**config.mk**
```make
export PLATFORM = sky130hd
export DESIGN_NAME = sreg_slave
export DESIGN_NICKNAME = d
export VERILOG_FILES = /design/src/rtl/sreg_pkg.sv /design/src/rtl/sreg_sync.sv /design/src/rtl/sreg_frame.sv /design/src/rtl/sreg_regs.sv /design/src/rtl/sreg_tx.sv /design/src/rtl/sreg_slave.sv
export SDC_FILE = /design/constraint.sdc
export NUM_CORES = 1
export LEC_CHECK = 0
export ABC_AREA = 1
export BUFFER_PORTS_ARGS = -buffer_cell sky130_fd_sc_hd__buf_2
export CORE_MARGIN = 2
export CORE_UTILIZATION = 30
export CTS_BUF_LIST = sky130_fd_sc_hd__clkbuf_16
export CTS_CLUSTER_SIZE = 14
export DETAILED_ROUTE_END_ITERATION = 8
export GPL_ROUTABILITY_DRIVEN = 0
export GPL_TIMING_DRIVEN = 0
export PLACE_DENSITY = 0.46
export SETUP_SLACK_MARGIN = 0.3
export SYNTH_ARGS = -nofsm -noshare
export SYNTH_HDL_FRONTEND = slang
export SYNTH_SLANG_ARGS = --single-unit
```
**constraint.sdc**
```tcl
create_clock -name clk -period 3.2 [get_ports clk]
set_clock_uncertainty 0.1 [all_clocks]
set_input_delay 0.64 -clock clk [delete_from_list [all_inputs] [get_ports clk]]
set_output_delay 0.64 -clock clk [all_outputs]
set_load 0.05 [all_outputs]
```
**src/rtl/sreg_pkg.sv**
```systemverilog
package sreg_pkg;
  localparam int unsigned DATA_W_DEF = 32;
  localparam int unsigned ADDR_W_DEF = 8;
  localparam int unsigned SYNC_DEF   = 2;

  localparam logic [7:0] LOC_MODE    = 8'h00;
  localparam logic [7:0] LOC_ROUTE   = 8'h02;
  localparam logic [7:0] LOC_SWITCH  = 8'h08;
  localparam logic [7:0] LOC_RESET   = 8'h80;
  localparam logic [7:0] LOC_VERSION = 8'hFF;

  typedef enum logic [2:0] {
    SEL_NONE, SEL_MODE, SEL_ROUTE, SEL_SWITCH, SEL_RESET, SEL_VERSION
  } reg_sel_e;
endpackage

```
**src/rtl/sreg_sync.sv**
```systemverilog
module sreg_sync #(
  parameter int unsigned LINES  = 3,
  parameter int unsigned STAGES = 2,
  parameter logic [LINES-1:0] RST_VAL = '0
) (
  input  logic             clk,
  input  logic             rst_n,
  input  logic [LINES-1:0] d,
  output logic [LINES-1:0] q
);
  generate
    for (genvar i = 0; i < LINES; i++) begin : g_line
      logic [STAGES-1:0] chain;
      always_ff @(posedge clk or negedge rst_n) begin
        if (!rst_n) chain <= {STAGES{RST_VAL[i]}};
        else        chain <= {chain[STAGES-2:0], d[i]};
      end
      assign q[i] = chain[STAGES-1];
    end
  endgenerate
endmodule

```
**src/rtl/sreg_frame.sv**
```systemverilog
module sreg_frame #(
  parameter int unsigned DATA_W = 32,
  parameter int unsigned ADDR_W = 8
) (
  input  logic              clk,
  input  logic              rst_n,
  input  logic              sclk_rise,
  input  logic              din,
  input  logic              stb_n,
  output logic              wr_pulse,
  output logic              rd_pulse,
  output logic [ADDR_W-1:0] cmd_addr,
  output logic [DATA_W-1:0] cmd_data
);
  localparam int unsigned FRAME_W = DATA_W + ADDR_W;

  logic [FRAME_W-1:0] shreg;
  logic               cmd_edge;

  assign cmd_edge = sclk_rise & ~stb_n;

  always_ff @(posedge clk or negedge rst_n) begin
    if (!rst_n) begin
      shreg    <= '0;
      wr_pulse <= 1'b0;
      rd_pulse <= 1'b0;
      cmd_addr <= '0;
      cmd_data <= '0;
    end else begin
      wr_pulse <= 1'b0;
      rd_pulse <= 1'b0;
      if (cmd_edge) begin
        wr_pulse <= din;
        rd_pulse <= ~din;
        cmd_addr <= shreg[ADDR_W-1:0];
        cmd_data <= shreg[FRAME_W-1:ADDR_W];
      end else if (sclk_rise) begin
        shreg <= {shreg[FRAME_W-2:0], din};
      end
    end
  end

  // A command yields at most one decoded pulse per frame-ending edge
  assert_one_cmd_R2: assert property (@(posedge clk) disable iff (!rst_n)
    (wr_pulse || rd_pulse) |=> !(wr_pulse || rd_pulse));
endmodule

```
**src/rtl/sreg_regs.sv**
```systemverilog
module sreg_regs
  import sreg_pkg::*;
#(
  parameter int unsigned DATA_W = 32,
  parameter int unsigned ADDR_W = 8,
  parameter logic [ADDR_W-1:0] A_MODE    = ADDR_W'(LOC_MODE),
  parameter logic [ADDR_W-1:0] A_ROUTE   = ADDR_W'(LOC_ROUTE),
  parameter logic [ADDR_W-1:0] A_SWITCH  = ADDR_W'(LOC_SWITCH),
  parameter logic [ADDR_W-1:0] A_RESET   = ADDR_W'(LOC_RESET),
  parameter logic [ADDR_W-1:0] A_VERSION = ADDR_W'(LOC_VERSION)
) (
  input  logic              clk,
  input  logic              rst_n,
  input  logic              wr_pulse,
  input  logic              rd_pulse,
  input  logic [ADDR_W-1:0] cmd_addr,
  input  logic [DATA_W-1:0] cmd_data,
  input  logic [DATA_W-1:0] switch_i,
  input  logic [DATA_W-1:0] version_i,
  output logic              rd_load,
  output logic [DATA_W-1:0] rd_data,
  output logic              reset_req
);
  reg_sel_e          sel;
  logic [DATA_W-1:0] mode_q;
  logic [DATA_W-1:0] route_q;

  always_comb begin
    if      (cmd_addr == A_MODE)    sel = SEL_MODE;
    else if (cmd_addr == A_ROUTE)   sel = SEL_ROUTE;
    else if (cmd_addr == A_SWITCH)  sel = SEL_SWITCH;
    else if (cmd_addr == A_RESET)   sel = SEL_RESET;
    else if (cmd_addr == A_VERSION) sel = SEL_VERSION;
    else                            sel = SEL_NONE;
  end

  always_ff @(posedge clk or negedge rst_n) begin
    if (!rst_n) begin
      mode_q    <= '0;
      route_q   <= '0;
      reset_req <= 1'b0;
    end else begin
      reset_req <= wr_pulse && (sel == SEL_RESET) && cmd_data[0];
      if (wr_pulse && sel == SEL_MODE)  mode_q  <= cmd_data;
      if (wr_pulse && sel == SEL_ROUTE) route_q <= cmd_data;
    end
  end

  always_comb begin
    case (sel)
      SEL_MODE:    rd_data = mode_q;
      SEL_ROUTE:   rd_data = route_q;
      SEL_SWITCH:  rd_data = switch_i;
      SEL_VERSION: rd_data = version_i;
      default:     rd_data = '0;
    endcase
  end

  assign rd_load = rd_pulse;

  assert_req_pulse_R7: assert property (@(posedge clk) disable iff (!rst_n)
    reset_req |=> !reset_req);
  assert_mode_write_R4: assert property (@(posedge clk) disable iff (!rst_n)
    (wr_pulse && cmd_addr == A_MODE) |=> mode_q == $past(cmd_data));
  assert_ro_ignored_R5: assert property (@(posedge clk) disable iff (!rst_n)
    (wr_pulse && (cmd_addr == A_SWITCH || cmd_addr == A_VERSION))
      |=> ($stable(mode_q) && $stable(route_q)));
endmodule

```
**src/rtl/sreg_tx.sv**
```systemverilog
module sreg_tx #(
  parameter int unsigned DATA_W = 32
) (
  input  logic              clk,
  input  logic              rst_n,
  input  logic              sclk_fall,
  input  logic              load,
  input  logic [DATA_W-1:0] load_data,
  output logic              dout
);
  localparam int unsigned CNT_W = $clog2(DATA_W + 1);

  logic [DATA_W-1:0] buf_q;
  logic [CNT_W-1:0]  left_q;

  always_ff @(posedge clk or negedge rst_n) begin
    if (!rst_n) begin
      buf_q  <= '0;
      left_q <= '0;
      dout   <= 1'b0;
    end else if (load) begin
      buf_q  <= load_data;
      left_q <= CNT_W'(DATA_W);
    end else if (sclk_fall) begin
      if (left_q != '0) begin
        dout   <= buf_q[DATA_W-1];
        buf_q  <= {buf_q[DATA_W-2:0], 1'b0};
        left_q <= left_q - 1'b1;
      end else begin
        dout <= 1'b0;
      end
    end
  end

  assert_tail_zero_R3: assert property (@(posedge clk) disable iff (!rst_n)
    (sclk_fall && !load && left_q == '0) |=> !dout);
endmodule

```
**src/rtl/sreg_slave.sv**
```systemverilog
module sreg_slave
  import sreg_pkg::*;
#(
  parameter int unsigned DATA_W      = DATA_W_DEF,
  parameter int unsigned ADDR_W      = ADDR_W_DEF,
  parameter int unsigned SYNC_STAGES = SYNC_DEF
) (
  input  logic              clk,
  input  logic              rst_n,
  input  logic              ser_clk_i,
  input  logic              ser_din_i,
  input  logic              ser_stb_n_i,
  output logic              ser_dout_o,
  input  logic [DATA_W-1:0] switch_i,
  input  logic [DATA_W-1:0] version_i,
  output logic              reset_req_o
);
  localparam int unsigned N_LINES = 3;

  logic [N_LINES-1:0] raw, synced;
  logic               sclk_d, sclk_rise, sclk_fall;
  logic               wr_pulse, rd_pulse, rd_load;
  logic [ADDR_W-1:0]  cmd_addr;
  logic [DATA_W-1:0]  cmd_data, rd_data;

  assign raw = {ser_din_i, ser_stb_n_i, ser_clk_i};

  sreg_sync #(.LINES(N_LINES), .STAGES(SYNC_STAGES), .RST_VAL(3'b010)) u_sync (
    .clk(clk), .rst_n(rst_n), .d(raw), .q(synced)
  );

  always_ff @(posedge clk or negedge rst_n) begin
    if (!rst_n) sclk_d <= 1'b0;
    else        sclk_d <= synced[0];
  end

  assign sclk_rise = synced[0] & ~sclk_d;
  assign sclk_fall = ~synced[0] & sclk_d;

  assert_edge_single_R1: assert property (@(posedge clk) disable iff (!rst_n)
    sclk_rise |=> !sclk_rise);

  sreg_frame #(.DATA_W(DATA_W), .ADDR_W(ADDR_W)) u_frame (
    .clk(clk), .rst_n(rst_n), .sclk_rise(sclk_rise), .din(synced[2]),
    .stb_n(synced[1]), .wr_pulse(wr_pulse), .rd_pulse(rd_pulse),
    .cmd_addr(cmd_addr), .cmd_data(cmd_data)
  );

  sreg_regs #(.DATA_W(DATA_W), .ADDR_W(ADDR_W)) u_regs (
    .clk(clk), .rst_n(rst_n), .wr_pulse(wr_pulse), .rd_pulse(rd_pulse),
    .cmd_addr(cmd_addr), .cmd_data(cmd_data), .switch_i(switch_i),
    .version_i(version_i), .rd_load(rd_load), .rd_data(rd_data),
    .reset_req(reset_req_o)
  );

  sreg_tx #(.DATA_W(DATA_W)) u_tx (
    .clk(clk), .rst_n(rst_n), .sclk_fall(sclk_fall), .load(rd_load),
    .load_data(rd_data), .dout(ser_dout_o)
  );
endmodule

```
==> implementation parameters, run 1 <==
Parameter                              Value

Run status
  Outcome    finished clean

Hold path
  Hold crit path type    in2async

Clocking
  Post-CTS Resized    0
  CTS Buf Count    17
  CTS tree    built
  Hold buffer count at cts    0
  Clk Latency, worst-skew pair    0.43 ns
  Clock-pin slew on the worst setup and hold paths    around 0.08 ns
  Maximum clock insertion buffer count    2
  CTS H-Tree Depth    4
  Clk sinks    about 190
  Post-CTS setup repair buffer count    0
  Cell at the root of the clock tree    sky130_fd_sc_hd__clkbuf_16

STA
  Setup violators final    0
  Worst Tran Pin Value    approximately 0.72 ns
  Hold Worst Slack    between 0.1 and 0.15 ns
  Count of pins over their slew limit    0
  Shortest clock period the worst path allows after layout    around 2.0 ns
  Unrepaired setup endpoints after global routing    no
  Period utilisation layout    0.618
  Rel. slew slack    0.520
  Number of failing hold endpoints at the final stage    0
  Max Clk Rate    approximately 510 MHz

Power and ir drop
  Worst vdd rail ir drop    around 0.33 mV
  Fraction of power spent switching nets    0.318
  Internal Dissipation    around 4.2 mW
  Pleak    about 4.9 nW
  Power per standard cell area    slightly above 600 nW/µm²
  Fraction of power consumed by the clock network    0.357
  Sw power    approximately 2 mW
  Total power of the final layout    approximately 6.2 mW
  Fraction of power consumed by combinational cells    0.191
  Register share of total power    0.452

Critical path
  Worst reg-to-reg path cell count    9
  Critical path data required time    between 3 and 4 ns
  Capturing element type of the critical path    flip-flop
  Type of the setup path with the least slack    reg2reg
  Largest fanout on the critical path    10
  Worst setup SP type    flip-flop
  WP data arrival    approximately 2.2 ns

Layout
  Final design utilization    0.359
  Multi-input gate area    about 3100 µm²
  Diode count    0
  Filler cell count in the final layout    a little under 3000
  Most frequent standard cell in the layout excluding fill and tap cells    sky130_fd_sc_hd__nand2_1
  Area growth from synthesis to final layout    16.9%
  Share of post-route cells with drive strength above 1    0.134
  Total number of nets in the final design    1222
  Area occupied by registers    around 4800 µm²
  Most used cells in the layout excluding fill and tap cells    sky130_fd_sc_hd__nand2_1, sky130_fd_sc_hd__dfrtp_1, sky130_fd_sc_hd__buf_2

Yosys
  Mapped Cells    roughly 1100
  Dominant combinational cell family by area after synthesis    simple AND/OR/NAND/NOR gates
  Number of warning messages in the yosys log    0
  FF+latch count, synth    about 190
  Fraction of synthesized cell area in xor and xnor cells    0
  Leading cell types by total area after synthesis    sky130_fd_sc_hd__dfrtp_1, sky130_fd_sc_hd__nand2_1, sky130_fd_sc_hd__nand3_1, sky130_fd_sc_hd__o21ai_0, sky130_fd_sc_hd__o21ai_1
  Post-synthesis share of cell area spent on full adders, half adders and majority gates    0.00291
  Area fraction of the dominant cell type after synthesis    0.555
  Complex-gate fraction of the synthesized area    0.108
  Post-synthesis share of cell area spent on and, or, nand and nor gates    0.253
  Synthesized cell area    around 8600 µm²
  Cell type with the highest aggregate area in the netlist    sky130_fd_sc_hd__dfrtp_1
  Synthesized area per cell    between 8 and 9 µm²
  Total nets after synthesis    around 1100
  Mux cell area share after synthesis    0
  Number of distinct library cell variants in the gate-level netlist after synthesis    25
  Fraction of the yosys area taken by sequential cells    0.562

Routing
  Total length of routed met3 wires    between 800 and 900 µm
  Aggregate routed wire length    23.6 mm
  Post-DR wirelength/cell    15.3 µm
  Drt pass-1 iters    5
  Total via count in the routed design    ~7000
  Detail Route Antenna Nets    0
  Post-route DRC    0
  Top layer in use    met4
  Drt via density    approximately 4.6
  Detailed-routing wirelength on met1    between 10 and 15 mm
  Amount of wire on met2 after detailed routing    between 10 and 15 mm
  Starting DRC count in detailed routing    around 570

Placed design
  Number of buffer cells added on primary ports    70
  Post-DP HPWL    between 15 and 20 mm

Die
  Die ar.    between 30000 and 40000 µm²
  Core Area    approximately 28000 µm²
  Die X    around 170 µm
  Standard-cell row count    61
  Starting density of the core    0.307
  Number of ports placed on the die boundary    about 70
  Height of the die    about 170 µm

Global routing
  Number of antenna violations at the first check in global routing    0
  Global-route wire length before repair    38.6 mm
  Maximum number of pins on one net before global-route repair    roughly 100
  Number of global-route vias before repair    6952
  Global router's overall resource usage    0.162
  Total congestion overflow    0

Run
  Number of maximum-capacitance violations    0
worst paths after layout:
| path | start | to | slack, ns |
|---|---|---|---|
| worst max register to register | u_frame.cmd_addr[5] | u_tx.buf_q[13] | 1.22 |
| worst max-delay path | u_frame.cmd_addr[5] | u_tx.buf_q[13] | 1.22 |
| worst min register to register | u_sync.g_line[2].chain[0] | u_sync.g_line[2].chain[1] | 0.25 |
| worst min-delay path | rst_n | u_tx.buf_q[3] | 0.11 |
| max in group asynchronous | rst_n | u_frame.shreg[31] | 1.89 |
| min in group clk | ser_stb_n_i | u_sync.g_line[1].chain[0] | 0.20 |
power by group through the flow:
stage                     Clock, mW  Combinational, mW  Sequential (mW)
final                          2.21               1.18             2.80
after global routing           2.36               1.34             2.83
after CTS                      2.26               1.20             2.80
after detailed placement          0               1.20             2.84
after global placement            0               1.19             2.84
after floorplan                   0              0.778             2.83
state kept, by name (all words and copies together), names as in the netlist:
signal,count
u_frame.shreg,40
u_frame.cmd_data,32
u_regs.mode_q,32
u_regs.route_q,32
u_tx.buf_q,32
u_frame.cmd_addr,8
u_sync.g_line.chain,6
u_tx.left_q,6
sclk_d,1
u_frame.rd_pulse,1
u_frame.wr_pulse,1
u_regs.reset_req,1
u_tx.dout,1
logic make-up after synthesis:
group / count (synthesis)
compound gates: 186
fa+ha+maj: 2
flops: 193
simple gates: 532
buf+inv: 148
final cells by class:
| type | count | area share |
|---|---|---|
| buffer | 61 | 0.0308 |
| clock buffer | 17 | 0.0423 |
| clock inverter | 15 | 0.0170 |
| inverter | 87 | 0.0325 |
| multi-input combinational | 720 | 0.312 |
| sequential | 193 | 0.480 |
| tap | 378 | 0.0470 |
| timing repair buffer | 71 | 0.0385 |
stage by stage:
stage	instances	TNS (ns)	cell area, µm²	setup WS [ns]
after detailed placement	1510	0	9470	1.21
after global routing	1542	0	10100	1.07
after CTS	1542	0	10100	1.16
after floorplan	1061	0	8600	1.75
final	1542	0	10100	1.22
after global placement	1509	-403.27	9430	-2.13
layer usage:
| metal | up-vias | GRT usage |
|---|---|---|
| met5 | - | 0 |
| met4 | 0 | 0.0357 |
| met3 | 11 | 0.0257 |
| met2 | 114 | 0.261 |
| met1 | 3328 | 0.229 |
| li1 | 3571 | - |
critical path, stage by stage, from the launching register on:
cell	delay (ns)
sky130_fd_sc_hd__dfrtp_1	0.40
sky130_fd_sc_hd__nand2_1	0.06
sky130_fd_sc_hd__nor2_1	0.48
sky130_fd_sc_hd__buf_2	0.36
sky130_fd_sc_hd__nand3_1	0.11
sky130_fd_sc_hd__nand2_1	0.08
sky130_fd_sc_hd__o21ai_1	0.06
sky130_fd_sc_hd__nand2_1	0.08
sky130_fd_sc_hd__nand2_1	0.08
sky130_fd_sc_hd__nand2_1	0.08
Yosys cell counts, drive strengths merged:
cell    instances
clkbuf         22
o21ai         179
nor3            2
nor2           19
nand3b          2
nand3          97
ha              2
o22ai           1
nand2         407
buf            39
nor4b           1
inv            86
clkinv          1
a21oi           6
dfrtp         191
dfstp           2
nand4           4
(Power assumes the default switching activity.)
==> run 2: changes to the inputs <==
ABC_AREA = 0   (was 1)
clock period = 1.9 ns   (was 3.2 ns; I/O delays follow)
==> implementation parameters, run 2 <==
Parameter                              Value

Yosys
  Synthesized area per cell    14.4 µm²
  Most frequent cell after synthesis    sky130_fd_sc_hd__dfrtp_1
  Leading cell types by total area after synthesis    sky130_fd_sc_hd__dfrtp_1, sky130_fd_sc_hd__mux2_2, sky130_fd_sc_hd__mux2_1, sky130_fd_sc_hd__mux2i_1, sky130_fd_sc_hd__a222oi_1
  Total nets after synthesis    approximately 630
  FF+latch count, synth    just under 200
  Fraction of the yosys area taken by sequential cells    0.596
  Mapped Cells    ~560
  Number of distinct library cell variants in the gate-level netlist after synthesis    39
  Post-synthesis async set-or-reset flop share    1.00
  Number of flops mapped to enable cells by yosys    0
  Synthesized cell area    8100 µm²
  Most frequent cells after synthesis    sky130_fd_sc_hd__dfrtp_1, sky130_fd_sc_hd__mux2_2, sky130_fd_sc_hd__mux2i_1
  Primary flip-flop cell chosen by synthesis mapping    sky130_fd_sc_hd__dfrtp_1
  Area fraction of the dominant cell type after synthesis    0.590
  Cell type with the highest aggregate area in the netlist    sky130_fd_sc_hd__dfrtp_1
  Number of warning messages in the yosys log    0

Power and ir drop
  Fraction of power spent switching nets    0.312
  Internal Dissipation    between 7 and 8 mW
  Worst vdd rail ir drop    0.542 mV
  Fraction of power consumed by combinational cells    0.250
  Pleak    5.15 nW
  Power per standard cell area    ~1000 nW/µm²
  Sw power    approximately 3.5 mW
  Fraction of power consumed by the clock network    0.322
  Register share of total power    0.428

Routing
  Drt via density    between 5 and 6
  Detail Route Antenna Nets    0
  Starting DRC count in detailed routing    between 300 and 400
  Aggregate routed wire length    between 20 and 25 mm
  Post-route DRC    0
  Drt pass-1 iters    7
  Total via count in the routed design    approximately 5300
  Post-DR wirelength/cell    around 21 µm

Die
  Die X    roughly 170 µm
  Number of ports placed on the die boundary    71
  Height of the die    about 170 µm
  Standard-cell row count    60
  Starting density of the core    0.303
  Die ar.    ~28000 µm²
  Core Area    26700 µm²

Clocking
  Hold buffer count at cts    3
  CTS tree    built
  Clk sinks    between 150 and 200
  Maximum clock insertion buffer count    2
  Clock-pin slew on the worst setup and hold paths    0.07 ns
  Cell at the root of the clock tree    sky130_fd_sc_hd__clkbuf_16
  CTS H-Tree Depth    4
  CTS Buf Count    17
  Clk Latency, worst-skew pair    0.44 ns

Layout
  Register with the most flip-flops    u_frame.shreg
  Area growth from synthesis to final layout    33.2%
  Post-route standard cell area excluding fillers    10800 µm²
  Max reg flops    40
  Filler cell count in the final layout    between 2000 and 3000
  Most frequent standard cell in the layout excluding fill and tap cells    sky130_fd_sc_hd__dfrtp_1
  Share of post-route cells with drive strength above 1    0.489
  Total number of nets in the final design    about 760
  Diode count    0
  Fin cells    roughly 1000
  Most used cells in the layout excluding fill and tap cells    sky130_fd_sc_hd__dfrtp_1, sky130_fd_sc_hd__mux2_4, sky130_fd_sc_hd__buf_2
  Final design utilization    0.404

STA
  Max Clk Rate    between 400 and 500 MHz
  Period utilisation layout    1.11
  Final worst slack    -0.214 ns
  Rel. slew slack    0.592
  Final-layout setup total negative slack    -15.91 ns
  Number of failing hold endpoints at the final stage    69
  Shortest clock period the worst path allows after layout    between 2 and 2.5 ns
  Worst Tran Pin Value    roughly 0.61 ns
  Hold Worst Slack    -0.223 ns
  Count of pins over their slew limit    0
  Setup violators final    between 90 and 100
  Unrepaired setup endpoints after global routing    yes

Critical path
  CP max stage cell    sky130_fd_sc_hd__or4_4
  Largest fanout on the critical path    5
  Delay-heaviest family, CP    simple AND/OR/NAND/NOR gates
  Crit path cell chain    or4_4 > nor4_4 > buf_6 > buf_12 > clkbuf_16 > a222oi_1 > o22ai_1
  WP data arrival    2.36 ns
  Capturing element type of the critical path    flip-flop
  CP max stage delay    around 0.59 ns
  Worst r2r src    u_frame.cmd_addr[0]
  FF-to-FF End    u_tx.buf_q[16]
  Type of the setup path with the least slack    reg2reg
  Start point of the critical path    u_frame.cmd_addr[0]
  Worst setup SP type    flip-flop
  Critical path data required time    between 2 and 2.5 ns
  Worst reg-to-reg path cell count    7
  Number of buffers and inverters on the critical path    3
  Register-to-register setup slack    -0.21 ns

Global routing
  Total congestion overflow    0
  Global router's overall resource usage    0.151
  Number of global-route vias before repair    5521
  Number of antenna violations at the first check in global routing    0
  Global-route wire length before repair    32.3 mm
  Maximum number of pins on one net before global-route repair    between 100 and 150

Run status
  Outcome    complete, but fails checks
  Failing checks    hold timing, setup timing

Placed design
  Post-DP HPWL    approximately 13 mm
  Post-placement cell count    975
  Placed standard-cell area    between 8000 and 9000 µm²
  Number of buffer cells added on primary ports    70

Hold path
  Hold crit path type    in2async

Run
  Number of maximum-capacitance violations    0
==> run 2: changes by cell type in the layout (fill, tap and decap cells not counted), moves of 16 or more <==
cell / change
sky130_fd_sc_hd__buf_2: -33
sky130_fd_sc_hd__clkbuf_1: -16
sky130_fd_sc_hd__mux2_4: +80
sky130_fd_sc_hd__inv_1: -82
sky130_fd_sc_hd__o21ai_1: -86
sky130_fd_sc_hd__mux2i_1: +32
sky130_fd_sc_hd__o22ai_1: +30
sky130_fd_sc_hd__o21ai_0: -92
sky130_fd_sc_hd__mux2_2: +64
sky130_fd_sc_hd__buf_4: +19
sky130_fd_sc_hd__nand2_1: -400
sky130_fd_sc_hd__a22o_1: +31
sky130_fd_sc_hd__nand3_1: -97
sky130_fd_sc_hd__a222oi_1: +31
==> run 2: cells by family after synthesis <==
group | Yosys count | synth area share
adder cells (fa/ha/maj) | 2 | 0.00309
XOR/XNOR | 5 | 0.00541
AND/OR/NAND/NOR | 35 | 0.0256
flip-flops | 193 | 0.596
AO/OA/AOI/OAI | 105 | 0.107
multiplexers | 176 | 0.240
buffers and inverters | 47 | 0.0232
==> run 2: worst max-delay path by stage <==
| stage | endpoint | slack (ns) | cells past startpoint |
|---|---|---|---|
| 3_5_place_dp | u_tx.buf_q[3] | -0.59 | 5 |
| 4_1_cts | u_tx.buf_q[16] | -0.29 | 7 |
| 2_1_floorplan | u_regs.route_q[0] | -0.11 | 5 |
| 5_1_grt | u_tx.buf_q[7] | -0.28 | 7 |
| 3_3_place_gp | u_regs.mode_q[7] | -2.78 | 1 |
| 6_report | u_tx.buf_q[16] | -0.21 | 7 |
==> run 2: routing by layer <==
| layer | up-vias | track usage | routed length, µm |
|---|---|---|---|
| li1 | 2403 | - | - |
| met1 | 2774 | 0.208 | 10200 |
| met2 | 150 | 0.236 | 10500 |
| met5 | - | 0 | 0 |
| met3 | 22 | 0.0287 | 1120 |
| met4 | 0 | 0.0558 | 293 |
==> run 2: final cells by class <==
class / count / area (µm²) / share of cell area
flip-flops and latches: 193 / 4840 / 0.448
multi-input cells: 323 / 3510 / 0.326
repair buffers: 109 / 900 / 0.0834
plain buffers: 42 / 507 / 0.0470
well taps: 341 / 427 / 0.0395
clock buffers: 17 / 425 / 0.0394
clock inverters: 15 / 168 / 0.0155
inverters: 4 / 15.0 / 0.00139
==> run 2: power by group through the flow <==
stage	sequential (mW)	clock [mW]	combinational, mW
6_report	4.81	3.63	2.82
5_1_grt	4.86	3.90	3.02
4_1_cts	4.80	3.72	2.25
3_5_place_dp	4.87	0	1.91
3_3_place_gp	4.86	0	1.88
2_1_floorplan	4.81	0	1.24
==> run 2: worst register-to-register path, cell delays in order, from the launching register on <==
cell                        delay [ns]
sky130_fd_sc_hd__dfrtp_1          0.38
sky130_fd_sc_hd__or4_4            0.59
sky130_fd_sc_hd__nor4_4           0.16
sky130_fd_sc_hd__buf_6            0.17
sky130_fd_sc_hd__buf_12           0.14
sky130_fd_sc_hd__clkbuf_16        0.16
sky130_fd_sc_hd__a222oi_1         0.14
sky130_fd_sc_hd__o22ai_1          0.20
==> run 2: stage by stage <==
| stage | total power, mW | hold slack (ns) | setup WS [ns] |
|---|---|---|---|
| finish | 11.3 | -0.223 | -0.214 |
| global route | 11.8 | -0.184 | -0.275 |
| CTS | 10.8 | -0.208 | -0.295 |
| detailed placement | 6.78 | 0.254 | -0.590 |
| global placement | 6.74 | 0.246 | -2.78 |
| floorplan | 6.05 | -0.0156 | -0.105 |
==> run 2: timing repair <==
action | CTS | global route
endpoints found under the setup margin | 181 | 138
buffers inserted | 13 | 13
endpoints found under the hold margin | 72 | 69
pin swaps | 9 | 22
cloned | 2 | 7
gates resized for setup | 119 | 113
==> run 3: changes to the inputs <==
PLACE_DENSITY = 0.47   (was 0.46)
clock period = 1.8 ns   (was 1.9 ns; I/O delays follow)
==> implementation parameters, run 3 (synthesized netlist as in run 2, its figures left out) <==
Parameter                              Value

Layout
  Most frequent standard cell in the layout excluding fill and tap cells    sky130_fd_sc_hd__dfrtp_1
  Total number of nets in the final design    763
  Most used cells in the layout excluding fill and tap cells    sky130_fd_sc_hd__dfrtp_1, sky130_fd_sc_hd__buf_2, sky130_fd_sc_hd__mux2_4
  Post-route standard cell area excluding fillers    roughly 11000 µm²
  Diode count    0
  Register with the most flip-flops    u_frame.shreg
  Share of post-route cells with drive strength above 1    0.455
  Max reg flops    40
  Area growth from synthesis to final layout    32.3%

Placed design
  Post-DP HPWL    approximately 13 mm
  Number of buffer cells added on primary ports    70
  Placed standard-cell area    between 9000 and 10000 µm²

Global routing
  Maximum number of pins on one net before global-route repair    roughly 120
  Global-route wire length before repair    approximately 33 mm
  Total congestion overflow    0
  Number of antenna violations at the first check in global routing    0
  Global router's overall resource usage    0.151
  Number of global-route vias before repair    ~5600

Power and ir drop
  Power per standard cell area    1090 nW/µm²
  Worst vdd rail ir drop    about 0.5 mV
  Pleak    between 5 and 6 nW

STA
  Shortest clock period the worst path allows after layout    roughly 2.1 ns
  Period utilisation layout    1.18
  Worst Tran Pin Value    between 0.9 and 1 ns
  Number of failing hold endpoints at the final stage    113
  Rel. slew slack    0.349
  Max Clk Rate    471 MHz
  Count of pins over their slew limit    0
  Final worst slack    -0.323 ns
  Hold Worst Slack    -0.194 ns
  Unrepaired setup endpoints after global routing    yes
  Setup violators final    between 90 and 100

Critical path
  Capturing element type of the critical path    flip-flop
  Largest fanout on the critical path    10
  Type of the setup path with the least slack    reg2reg
  Worst r2r src    u_frame.cmd_addr[0]
  FF-to-FF End    u_regs.mode_q[29]
  Register-to-register setup slack    -0.32 ns
  Worst setup SP type    flip-flop
  WP data arrival    roughly 2.3 ns
  Worst reg-to-reg path cell count    5
  Critical path data required time    2.01 ns

Clocking
  Maximum clock insertion buffer count    2
  CTS Buf Count    17
  Hold buffer count at cts    3
  Cell at the root of the clock tree    sky130_fd_sc_hd__clkbuf_16
  CTS H-Tree Depth    4
  CTS tree    built
  Clk sinks    193
  Clock-pin slew on the worst setup and hold paths    0.07 ns
  Clk Latency, worst-skew pair    0.45 ns

Die
  Core Area    ~27000 µm²
  Height of the die    168 µm
  Starting density of the core    0.303
  Die ar.    between 20000 and 30000 µm²
  Standard-cell row count    60
  Number of ports placed on the die boundary    71
  Die X    168 µm

Routing
  Post-route DRC    0
  Detail Route Antenna Nets    0
  Post-DR wirelength/cell    around 20 µm
  Drt via density    roughly 5.1
  Starting DRC count in detailed routing    around 450
  Aggregate routed wire length    21.1 mm
  Drt pass-1 iters    7
  Total via count in the routed design    5364

Run status
  Outcome    complete, but fails checks
  Failing checks    hold timing, setup timing

Hold path
  Hold crit path type    in2async

Run
  Number of maximum-capacitance violations    0
==> run 3: worst max-delay path by stage <==
| stage | to | slack (ns) | from | cells past startpoint |
|---|---|---|---|---|
| floorplan | u_regs.route_q[0] | -0.21 | u_frame.cmd_addr[2] | 5 |
| global placement | u_regs.mode_q[7] | -2.87 | rst_n | 1 |
| detailed placement | u_tx.buf_q[4] | -0.75 | u_frame.cmd_addr[2] | 5 |
| CTS | u_tx.buf_q[4] | -0.39 | u_frame.cmd_addr[4] | 6 |
| global route | u_regs.mode_q[29] | -0.38 | u_frame.cmd_addr[0] | 5 |
| finish | u_regs.mode_q[29] | -0.32 | u_frame.cmd_addr[0] | 5 |
==> run 3: per-stage QoR <==
step                total power [mW]   util  setup TNS (ns)  cells  setup slack [ns]
detailed placement              7.21  0.337          -57.72    975            -0.747
global route                    12.3  0.401          -31.78   1046            -0.385
finish                          11.7  0.401          -26.01   1046            -0.323
CTS                             11.3  0.382          -33.24   1024            -0.395
floorplan                       6.43      -          -14.54    563            -0.205
global placement                7.15  0.336         -606.60    974             -2.87
==> run 3: critical path: stages (launching register included) <==
cell                      delay, ns
sky130_fd_sc_hd__dfrtp_1       0.41
sky130_fd_sc_hd__or4_4         0.57
sky130_fd_sc_hd__nor4_4        0.25
sky130_fd_sc_hd__nand2_2       0.16
sky130_fd_sc_hd__buf_6         0.19
sky130_fd_sc_hd__mux2_1        0.32
==> run 3: cell type report <==
type	count	area (µm²)
fill	2501	16000
sequential	193	4840
multi-input combinational	323	3480
timing repair buffer	110	870
buffer	43	502
tap	341	427
clock buffer	17	425
clock inverter	15	161
inverter	4	15.0
==> run 3: what timing repair did <==
item / in CTS / in global routing
cloned: 3 / 2
pin swaps: 15 / 18
hold endpoints to repair: 116 / 40
buffers inserted: 11 / 20
endpoints found under the setup margin: 183 / 187
gates resized for setup: 109 / 98
==> run 3: routing by layer <==
| metal | part of all wire | global-route usage |
|---|---|---|
| met1 | 0.47 | 0.207 |
| met2 | 0.47 | 0.235 |
| met3 | 0.047 | 0.0411 |
| met4 | 0.017 | 0.0476 |
| met5 | 0 | 0 |
==> run 3: report_power, final <==
part | total (mW) | switching [mW] | leakage, nW | internal (mW)
Sequential | 5.10 | 0.353 | 2.64 | 4.75
Clock | 3.77 | 1.89 | 0.282 | 1.87
Combinational | 2.82 | 1.47 | 2.23 | 1.35
Total | 11.7 | 3.72 | 5.15 | 7.97
